<file path="src/rtl/cdf_stat_pkg.sv">
package cdf_stat_pkg;

    // Index width for n items; at least one bit.
    function automatic int idx_bits(input int n);
        return (n <= 1) ? 1 : $clog2(n);
    endfunction

endpackage

</file>
<file path="src/rtl/cdf_first_set.sv">
module cdf_first_set
    import cdf_stat_pkg::*;
#(
    parameter int W  = 4,
    parameter int IW = idx_bits(W)
) (
    input  logic [W-1:0]  vec_i,
    output logic          any_o,
    output logic [IW-1:0] idx_o
);

    // Lowest set position wins: scan downward so the last hit is the lowest.
    always_comb begin
        any_o = |vec_i;
        idx_o = '0;
        for (int i = W - 1; i >= 0; i--) begin
            if (vec_i[i]) idx_o = IW'(i);
        end
    end

endmodule

</file>
<file path="src/rtl/cdf_range_path.sv">
module cdf_range_path
    import cdf_stat_pkg::*;
#(
    parameter int NUM_BINS = 16,
    parameter int CNT_W    = 8,
    parameter int IDX_W    = idx_bits(NUM_BINS)
) (
    input  logic                      clk,
    input  logic                      rst_n,
    input  logic                      snap_valid_i,
    input  logic [NUM_BINS*CNT_W-1:0] snap_counts_i,
    input  logic [IDX_W-1:0]          snap_a_i,
    input  logic [IDX_W-1:0]          snap_b_i,
    input  logic [CNT_W-1:0]          snap_win_i,
    output logic                      valid_o,
    output logic [CNT_W-1:0]          below_o,
    output logic [CNT_W-1:0]          above_o,
    output logic [CNT_W-1:0]          range_o
);

    typedef struct packed {
        logic             valid;
        logic [CNT_W-1:0] below;
        logic [CNT_W-1:0] above;
        logic [CNT_W-1:0] range;
    } res_t;

    res_t res_d, res_q;
    logic [CNT_W-1:0] cnt_a, cnt_b;

    always_comb begin
        cnt_a       = snap_counts_i[snap_a_i * CNT_W +: CNT_W];
        cnt_b       = snap_counts_i[snap_b_i * CNT_W +: CNT_W];
        res_d       = res_q;
        res_d.valid = snap_valid_i;
        if (snap_valid_i) begin
            res_d.below = cnt_a;
            res_d.above = snap_win_i - cnt_a;
            res_d.range = cnt_b - cnt_a;
        end
    end

    always_ff @(posedge clk) begin
        if (!rst_n) res_q <= '0;
        else        res_q <= res_d;
    end

    assign valid_o = res_q.valid;
    assign below_o = res_q.below;
    assign above_o = res_q.above;
    assign range_o = res_q.range;

endmodule

</file>
<file path="src/rtl/cdf_centile_path.sv">
module cdf_centile_path
    import cdf_stat_pkg::*;
#(
    parameter int NUM_BINS = 16,
    parameter int CNT_W    = 8,
    parameter int GRP      = 4,
    parameter int IDX_W    = idx_bits(NUM_BINS)
) (
    input  logic                      clk,
    input  logic                      rst_n,
    input  logic                      snap_valid_i,
    input  logic [NUM_BINS*CNT_W-1:0] snap_counts_i,
    input  logic [CNT_W-1:0]          snap_thresh_i,
    output logic                      valid_o,
    output logic [IDX_W-1:0]          idx_o,
    output logic                      none_o
);

    localparam int NGRP  = NUM_BINS / GRP;
    localparam int GW    = idx_bits(GRP);
    localparam int SEL_W = idx_bits(NGRP);

    typedef struct packed {
        // stage 1: thermometer flags
        logic                      s1_valid;
        logic [NUM_BINS-1:0]       flags;
        // stage 2: per-group encoders
        logic                      s2_valid;
        logic [NGRP-1:0]           grp_any;
        logic [NGRP-1:0][GW-1:0]   grp_idx;
        // stage 3: result
        logic                      s3_valid;
        logic [IDX_W-1:0]          idx;
        logic                      none;
    } pipe_t;

    pipe_t pipe_d, pipe_q;

    logic [NGRP-1:0]         grp_any_w;
    logic [NGRP-1:0][GW-1:0] grp_idx_w;
    logic                    top_any_w;
    logic [SEL_W-1:0]        top_sel_w;

    // First level: one small encoder per group of GRP bins.
    for (genvar g = 0; g < NGRP; g++) begin : g_grp
        cdf_first_set #(.W(GRP), .IW(GW)) u_enc (
            .vec_i (pipe_q.flags[g*GRP +: GRP]),
            .any_o (grp_any_w[g]),
            .idx_o (grp_idx_w[g])
        );
    end

    // Second level: picks the lowest group with any flag.
    cdf_first_set #(.W(NGRP), .IW(SEL_W)) u_top (
        .vec_i (pipe_q.grp_any),
        .any_o (top_any_w),
        .idx_o (top_sel_w)
    );

    always_comb begin
        pipe_d          = pipe_q;
        pipe_d.s1_valid = snap_valid_i;
        pipe_d.s2_valid = pipe_q.s1_valid;
        pipe_d.s3_valid = pipe_q.s2_valid;
        if (snap_valid_i) begin
            for (int i = 0; i < NUM_BINS; i++) begin
                pipe_d.flags[i] = snap_counts_i[i*CNT_W +: CNT_W] >= snap_thresh_i;
            end
        end
        if (pipe_q.s1_valid) begin
            pipe_d.grp_any = grp_any_w;
            pipe_d.grp_idx = grp_idx_w;
        end
        if (pipe_q.s2_valid) begin
            pipe_d.none = !top_any_w;
            pipe_d.idx  = top_any_w ? IDX_W'({top_sel_w, pipe_q.grp_idx[top_sel_w]}) : '0;
        end
    end

    always_ff @(posedge clk) begin
        if (!rst_n) pipe_q <= '0;
        else        pipe_q <= pipe_d;
    end

    assign valid_o = pipe_q.s3_valid;
    assign idx_o   = pipe_q.idx;
    assign none_o  = pipe_q.none;

endmodule

</file>
<file path="src/rtl/cdf_query_unit.sv">
module cdf_query_unit
    import cdf_stat_pkg::*;
#(
    parameter  int NUM_BINS = 16,
    parameter  int CNT_W    = 8,
    parameter  int GRP      = 4,
    localparam int IDX_W    = idx_bits(NUM_BINS)
) (
    input  logic                      clk,
    input  logic                      rst_n,
    input  logic                      in_valid_i,
    input  logic [NUM_BINS*CNT_W-1:0] counts_i,
    input  logic [IDX_W-1:0]          idx_a_i,
    input  logic [IDX_W-1:0]          idx_b_i,
    input  logic [CNT_W-1:0]          win_size_i,
    input  logic [CNT_W-1:0]          thresh_i,
    output logic                      prob_valid_o,
    output logic [CNT_W-1:0]          p_below_o,
    output logic [CNT_W-1:0]          p_above_o,
    output logic [CNT_W-1:0]          p_range_o,
    output logic                      cent_valid_o,
    output logic [IDX_W-1:0]          cent_idx_o,
    output logic                      cent_none_o
);

    typedef struct packed {
        logic                      valid;
        logic [NUM_BINS*CNT_W-1:0] counts;
        logic [IDX_W-1:0]          a;
        logic [IDX_W-1:0]          b;
        logic [CNT_W-1:0]          win;
        logic [CNT_W-1:0]          thresh;
    } snap_t;

    snap_t snap_d, snap_q;

    // One snapshot feeds both paths, so every result of a slot agrees.
    always_comb begin
        snap_d       = snap_q;
        snap_d.valid = in_valid_i;
        if (in_valid_i) begin
            snap_d.counts = counts_i;
            snap_d.a      = idx_a_i;
            snap_d.b      = idx_b_i;
            snap_d.win    = win_size_i;
            snap_d.thresh = thresh_i;
        end
    end

    always_ff @(posedge clk) begin
        if (!rst_n) snap_q <= '0;
        else        snap_q <= snap_d;
    end

    cdf_range_path #(.NUM_BINS(NUM_BINS), .CNT_W(CNT_W), .IDX_W(IDX_W)) u_range (
        .clk           (clk),
        .rst_n         (rst_n),
        .snap_valid_i  (snap_q.valid),
        .snap_counts_i (snap_q.counts),
        .snap_a_i      (snap_q.a),
        .snap_b_i      (snap_q.b),
        .snap_win_i    (snap_q.win),
        .valid_o       (prob_valid_o),
        .below_o       (p_below_o),
        .above_o       (p_above_o),
        .range_o       (p_range_o)
    );

    cdf_centile_path #(.NUM_BINS(NUM_BINS), .CNT_W(CNT_W), .GRP(GRP), .IDX_W(IDX_W)) u_cent (
        .clk           (clk),
        .rst_n         (rst_n),
        .snap_valid_i  (snap_q.valid),
        .snap_counts_i (snap_q.counts),
        .snap_thresh_i (snap_q.thresh),
        .valid_o       (cent_valid_o),
        .idx_o         (cent_idx_o),
        .none_o        (cent_none_o)
    );

endmodule

</file>
<file path="config.mk">
export PLATFORM = sky130hd
export DESIGN_NAME = cdf_query_unit
export DESIGN_NICKNAME = d
export VERILOG_FILES = /design/src/rtl/cdf_stat_pkg.sv /design/src/rtl/cdf_first_set.sv /design/src/rtl/cdf_range_path.sv /design/src/rtl/cdf_centile_path.sv /design/src/rtl/cdf_query_unit.sv
export SDC_FILE = /design/constraint.sdc
export NUM_CORES = 1
export LEC_CHECK = 0
export ABC_AREA = 1
export BUFFER_PORTS_ARGS = -buffer_cell sky130_fd_sc_hd__clkbuf_2
export CORE_UTILIZATION = 54
export CTS_BUF_LIST = sky130_fd_sc_hd__clkbuf_8
export DETAILED_ROUTE_END_ITERATION = 10
export PLACE_DENSITY = 0.79
export SYNTH_ARGS = -nofsm -noshare
export SYNTH_HDL_FRONTEND = slang
export SYNTH_SLANG_ARGS = --single-unit
</file>
<file path="constraint.sdc">
create_clock -name clk -period 2.7 [get_ports clk]
set_clock_uncertainty 0.15 [all_clocks]
set_input_delay 0.135 -clock clk [delete_from_list [all_inputs] [get_ports clk]]
set_output_delay 0.135 -clock clk [all_outputs]
set_load 0.05 [all_outputs]
</file>
After elaboration in Yosys (flattened, before gate mapping)
Cells that the tools add are included.

cells by class
  $add $sub $neg = 2
  shift-type cells = 2
  multiplexer cells = 23
  bitwise operators = 0
  reduce and logical (&&, ||, !) cells = 6
  $mul = 0
  equality and inequality tests = 0
  div/mod/pow operators = 0
  order comparisons = 17

operator list
  operator                                                                       number
  128-bit by 8-bit variable part select with 8-bit output                        2
  8-bit greater-or-equal comparator                                              16
  2-bit two-way mux                                                              21
  4-bit OR reduction                                                             5
  8-bit subtractor                                                               2
  2-bit binary-select mux with 2-bit select                                      1
  4-bit two-way mux                                                              1
  2-bit by 3-bit less-than comparator with 1-bit output (second input constant)  1
  1-bit logical NOT                                                              1

storage, ports and cells
  logic and storage cells = 70
  memories kept = 0
  ROM bits = 0
  latch bits = 0
  output and inout bits = 31
  register bits = 213
  memory bits (writable) = 0

Longest topological paths before layout
  word-level depth = 7
  mapped depth = 20

Cells and area by module
A second synthesis with hierarchy kept.

unflattened totals
  cell total of the unflattened synthesis = 2,295
  area, all modules = 14,664.1 µm²

by module, submodules not included
  module            area an instance (µm²)  seq. area each (µm²)  instances  cells an instance
  cdf_query_unit    6,312.3                 3,062.9               1          966
  cdf_centile_path  4,269.1                 720.7                 1          596
  cdf_range_path    3,851.2                 500.5                 1          688
  cdf_first_set     46.3                    0.0                   5          9

Worst setup path after synthesis
No wires, ideal clock.

  kind = register to register
  start = register snap_q[20] (netlist bit)
  end = register u_range.res_q, in the netlist u_range.range_o[6]
  path slack = 0.011 ns
  data required time = 2.435 ns
  clock period less this slack = 2.689 ns
  stages on the path, launching flop included = 20
  library setup time = 0.115 ns
  arrival time = 2.424 ns
  buffers on the path = 3
  path through = dfxtp_1 > buf_6 > inv_4 > buf_6 > buf_6 > a21oi_1 > o21ai_0 > nand3_1 > nand3_1 > nand2_1 > ha_1 > inv_1 > fa_1 > nand3_1 > nand3_1 > a21o_1 > a21oi_1 > xnor2_1 > o21ai_0 > inv_1

between the ends
  cells in the longest elaborated chain, start to end = 2

RTL lines
  element                                                  RTL line              text
  start, declared                                          cdf_query_unit.sv:35  snap_t snap_d, snap_q;
  start signal, assigned                                   cdf_query_unit.sv:52  else snap_q <= snap_d;
  128-bit by 8-bit variable part select with 8-bit output  cdf_range_path.sv:32  cnt_a = snap_counts_i[snap_a_i * CNT_W +: CNT_W];
  named net u_range.cnt_a[0]                               cdf_range_path.sv:29  logic [CNT_W-1:0] cnt_a, cnt_b;
  8-bit subtractor                                         cdf_range_path.sv:39  res_d.range = cnt_b - cnt_a;
  end signal, assigned                                     cdf_range_path.sv:45  else res_q <= res_d;
  end, declared                                            cdf_range_path.sv:28  res_t res_d, res_q;

The timed path passes the listed nets, and every way through them passes these cells.
A chain may end at the register's enable or synchronous reset.

Worst setup path after layout
  start = register snap_q[20] (netlist bit)
  end = register u_range.res_q, in the netlist u_range.above_o[5]

between the ends
  cells in the longest elaborated chain, start to end = 2

RTL lines
  element                                                  RTL line              text
  128-bit by 8-bit variable part select with 8-bit output  cdf_range_path.sv:32
  8-bit subtractor                                         cdf_range_path.sv:38  res_d.above = snap_win_i - cnt_a;

Every way passes these cells.

==> results.txt <==
TritonRoute pass-1 iters = 6
First-pass GRT wire length = 78600 um
RePlAce Congestion = 0.992
Initial antenna violation count = 0
Status = finished with violations
CP Data Required Time = 2990 ps
Relative slew slack = 0.477
Leakage = 8.22 nW
Clk_lat worst skew = 550 ps
Final Max Tran Viols = 0
Initial DRC Count = 1554
Fin. Hold Viols = 0
Mapped Avg Cell Area = 7.11 um2
# H-tree levels = 2
# setup viols final = 8
Final net count = 2559
Detailed placer's ending HPWL = 33300 um
Failing checks = setup timing
Ant. Diodes = 0
CTS Buf Count = 37
Seq. cell area = 4270 um2
Starting Density = 0.553
Finished Layout Cells = 2603
Synthesis warning total = 0
CTS tree = built
Vias in the first global route = 14945
GRT Total Usage = 0.412
Rows = 56
Final WS setup = -143 ps
WL per Instance = 19.8 um
Synth Instances = 1831
DRC = 0
Peak VDD IR = 0.450 mV
WL final = 51500 um
Worst min path class = primary input to register
Critical path capture point type = register
Die area = 24700 um2
Multi-input gate area = 7810 um2
Layout overhead on the synthesized area = 36.7%
Max-Cap Viols = 0
Clock-pin slew on the worst setup and hold paths = 60 ps
I/O pin count = 186
Clock Path Buffers = 3
Placed Cells = 2367
RSZ-0062 raised after global routing = true
Share of cells above drive strength 1 = 0.201
Worst-Margin Slew = 785 ps
Vias per inst = 5.93
Die Y = 157 um
Total congestion overflow = 0
Die width = 157 um
Total power = 9.85 mW
Critical Path AT = 3140 ps
Clock sinks = 213
Worst Setup Start Kind = register
Mapped Area = 13000 um2
Port buffer count = 185
Yosys cell types = 36
Sequential-to-total area share from yosys stat = 0.327
Final instance area = 17800 um2
Clock root cell = clkbuf_8
Layout Utilization = 0.756
Max Fclk = 0.352 GHz
Core Box Area = 23500 um2
Syn nets = 2130
Vias = 15439
Minimum clock period = 2840 ps
Critical Path Fanout Max = 35
Layout fillers = 1723
Flops & latches, synth = 213
Post-route ant nets = 0
Power density over the cells = 553 nW/um2
Largest net degree at the start of global routing = 92
Period utilisation layout = 1.05
Placed Area = 15100 um2
Critical path class = register to register
## per-layer routing
metal,vias to the layer above,GRT usage,routed length [um]
met5,-,0,0
met4,0,0.267,3340
met3,214,0.0653,4050
met2,875,0.688,24000
met1,7187,0.491,20100
li1,7163,-,-
## layout by cell type (no fill, tap or decap), types with 6 or more instances in the layout
cell type / n
o21ai_0: 329
nor2_1: 258
a21oi_1: 249
dfxtp_1: 210
clkbuf_2: 184
nand2_1: 172
dlygate4sd3_1: 167
inv_1: 147
ha_1: 135
buf_4: 132
o21ai_1: 49
clkbuf_8: 44
nand3_1: 42
buf_12: 18
o41ai_1: 16
o221ai_1: 14
a21oi_2: 13
inv_2: 11
nand3_2: 8
o221ai_2: 7
o32ai_1: 7
ha_4: 7
nand2_2: 6
o22ai_1: 6
xor2_1: 6
## cells in the mapped netlist, drive strengths merged
master / instances / area [um2]
xnor2: 4 / 35.0
or2: 4 / 25.0
o211ai: 2 / 15.0
clkinv: 3 / 11.3
o22ai: 6 / 37.5
a21oi: 262 / 1310
nor3: 4 / 20.0
inv: 149 / 564
buf: 52 / 359
nor2: 258 / 968
o41ai: 16 / 140
nand2: 179 / 689
o32ai: 7 / 61.3
a21o: 3 / 22.5
ha: 142 / 1780
a31oi: 2 / 12.5
clkbuf: 63 / 238
nand3: 50 / 275
xor2: 6 / 52.6
dfxtp: 213 / 4260
o221ai: 21 / 184
fa: 2 / 40.0
o21ai: 382 / 1920
nand3b: 1 / 7.51
## where the power goes
| part | switching (mW) | internal (mW) |
|---|---|---|
| Sequential | 0.221 | 3.37 |
| Combinational | 1.85 | 1.42 |
| Clock | 1.42 | 1.58 |
## critical path, cell delays in order, from the launching register on
cell,delay [ps]
dfxtp_4,460
buf_12,230
a21oi_1,90
o21ai_0,70
o21ai_1,120
o221ai_2,200
nand2_1,150
inv_2,160
ha_4,240
a21oi_1,160
nand2_1,120
nand2_1,90
nand2_1,70
a21oi_2,170
xnor2_1,80
o21ai_1,120
inv_1,50
## registers in the layout, indices dropped and copies added, names as in the netlist
| name | count |
|---|---|
| u_cent.idx_o | 4 |
| u_cent.none_o | 1 |
| snap_q | 153 |
| u_range.below_o | 8 |
| u_cent.pipe_d | 2 |
| u_cent.valid_o | 1 |
| u_range.above_o | 8 |
| u_range.range_o | 8 |
| u_cent.pipe_q | 28 |
## through the flow
stage,setup TNS [ps],worst slack (ps),hold slack [ps]
after floorplan,0,10.7,120
after global placement,-2160,-288,204
after detailed placement,-2160,-271,213
after CTS,-239,-58.1,9.85
after global routing,-2100,-312,14.9
final,-620,-143,37.6
## what timing repair did
action,CTS,global route
setup endpoints to repair,10,12
buffers inserted,1,3
hold buffers,167,0
hold endpoints to repair,174,0
cloned,1,1
pin swaps,7,15
resized for setup,37,42
## cell families (layout without fill, tap and decap cells)
group           Yosys count  count (layout)  share of synthesized area
xor+xnor                 10              10                    0.00672
fa+ha+maj               144             144                      0.139
simple gates            496             496                      0.152
compound gates          701             701                      0.284
buf+inv                 267             720                     0.0900
flops                   213             213                      0.327
## area by class of cell
type	count	area share
sequential	213	0.240
multi-input combinational	1351	0.438
tap	319	0.0224
clock inverter	19	0.00646
clock buffer	44	0.0340
timing repair buffer	505	0.226
inverter	152	0.0332
## path summary, 6_finish.rpt
path                    from                  to  slack, ps  cells past startpoint
max reg2reg       snap_q[20]  u_range.above_o[5]       -140                     16
min reg2reg  u_cent.idx_o[0]     u_cent.idx_o[0]        330                      2
max               snap_q[20]  u_range.above_o[5]       -140                     16
min               idx_a_i[0]          snap_q[20]         40                      3
Power figures use the tool's default switching activity.
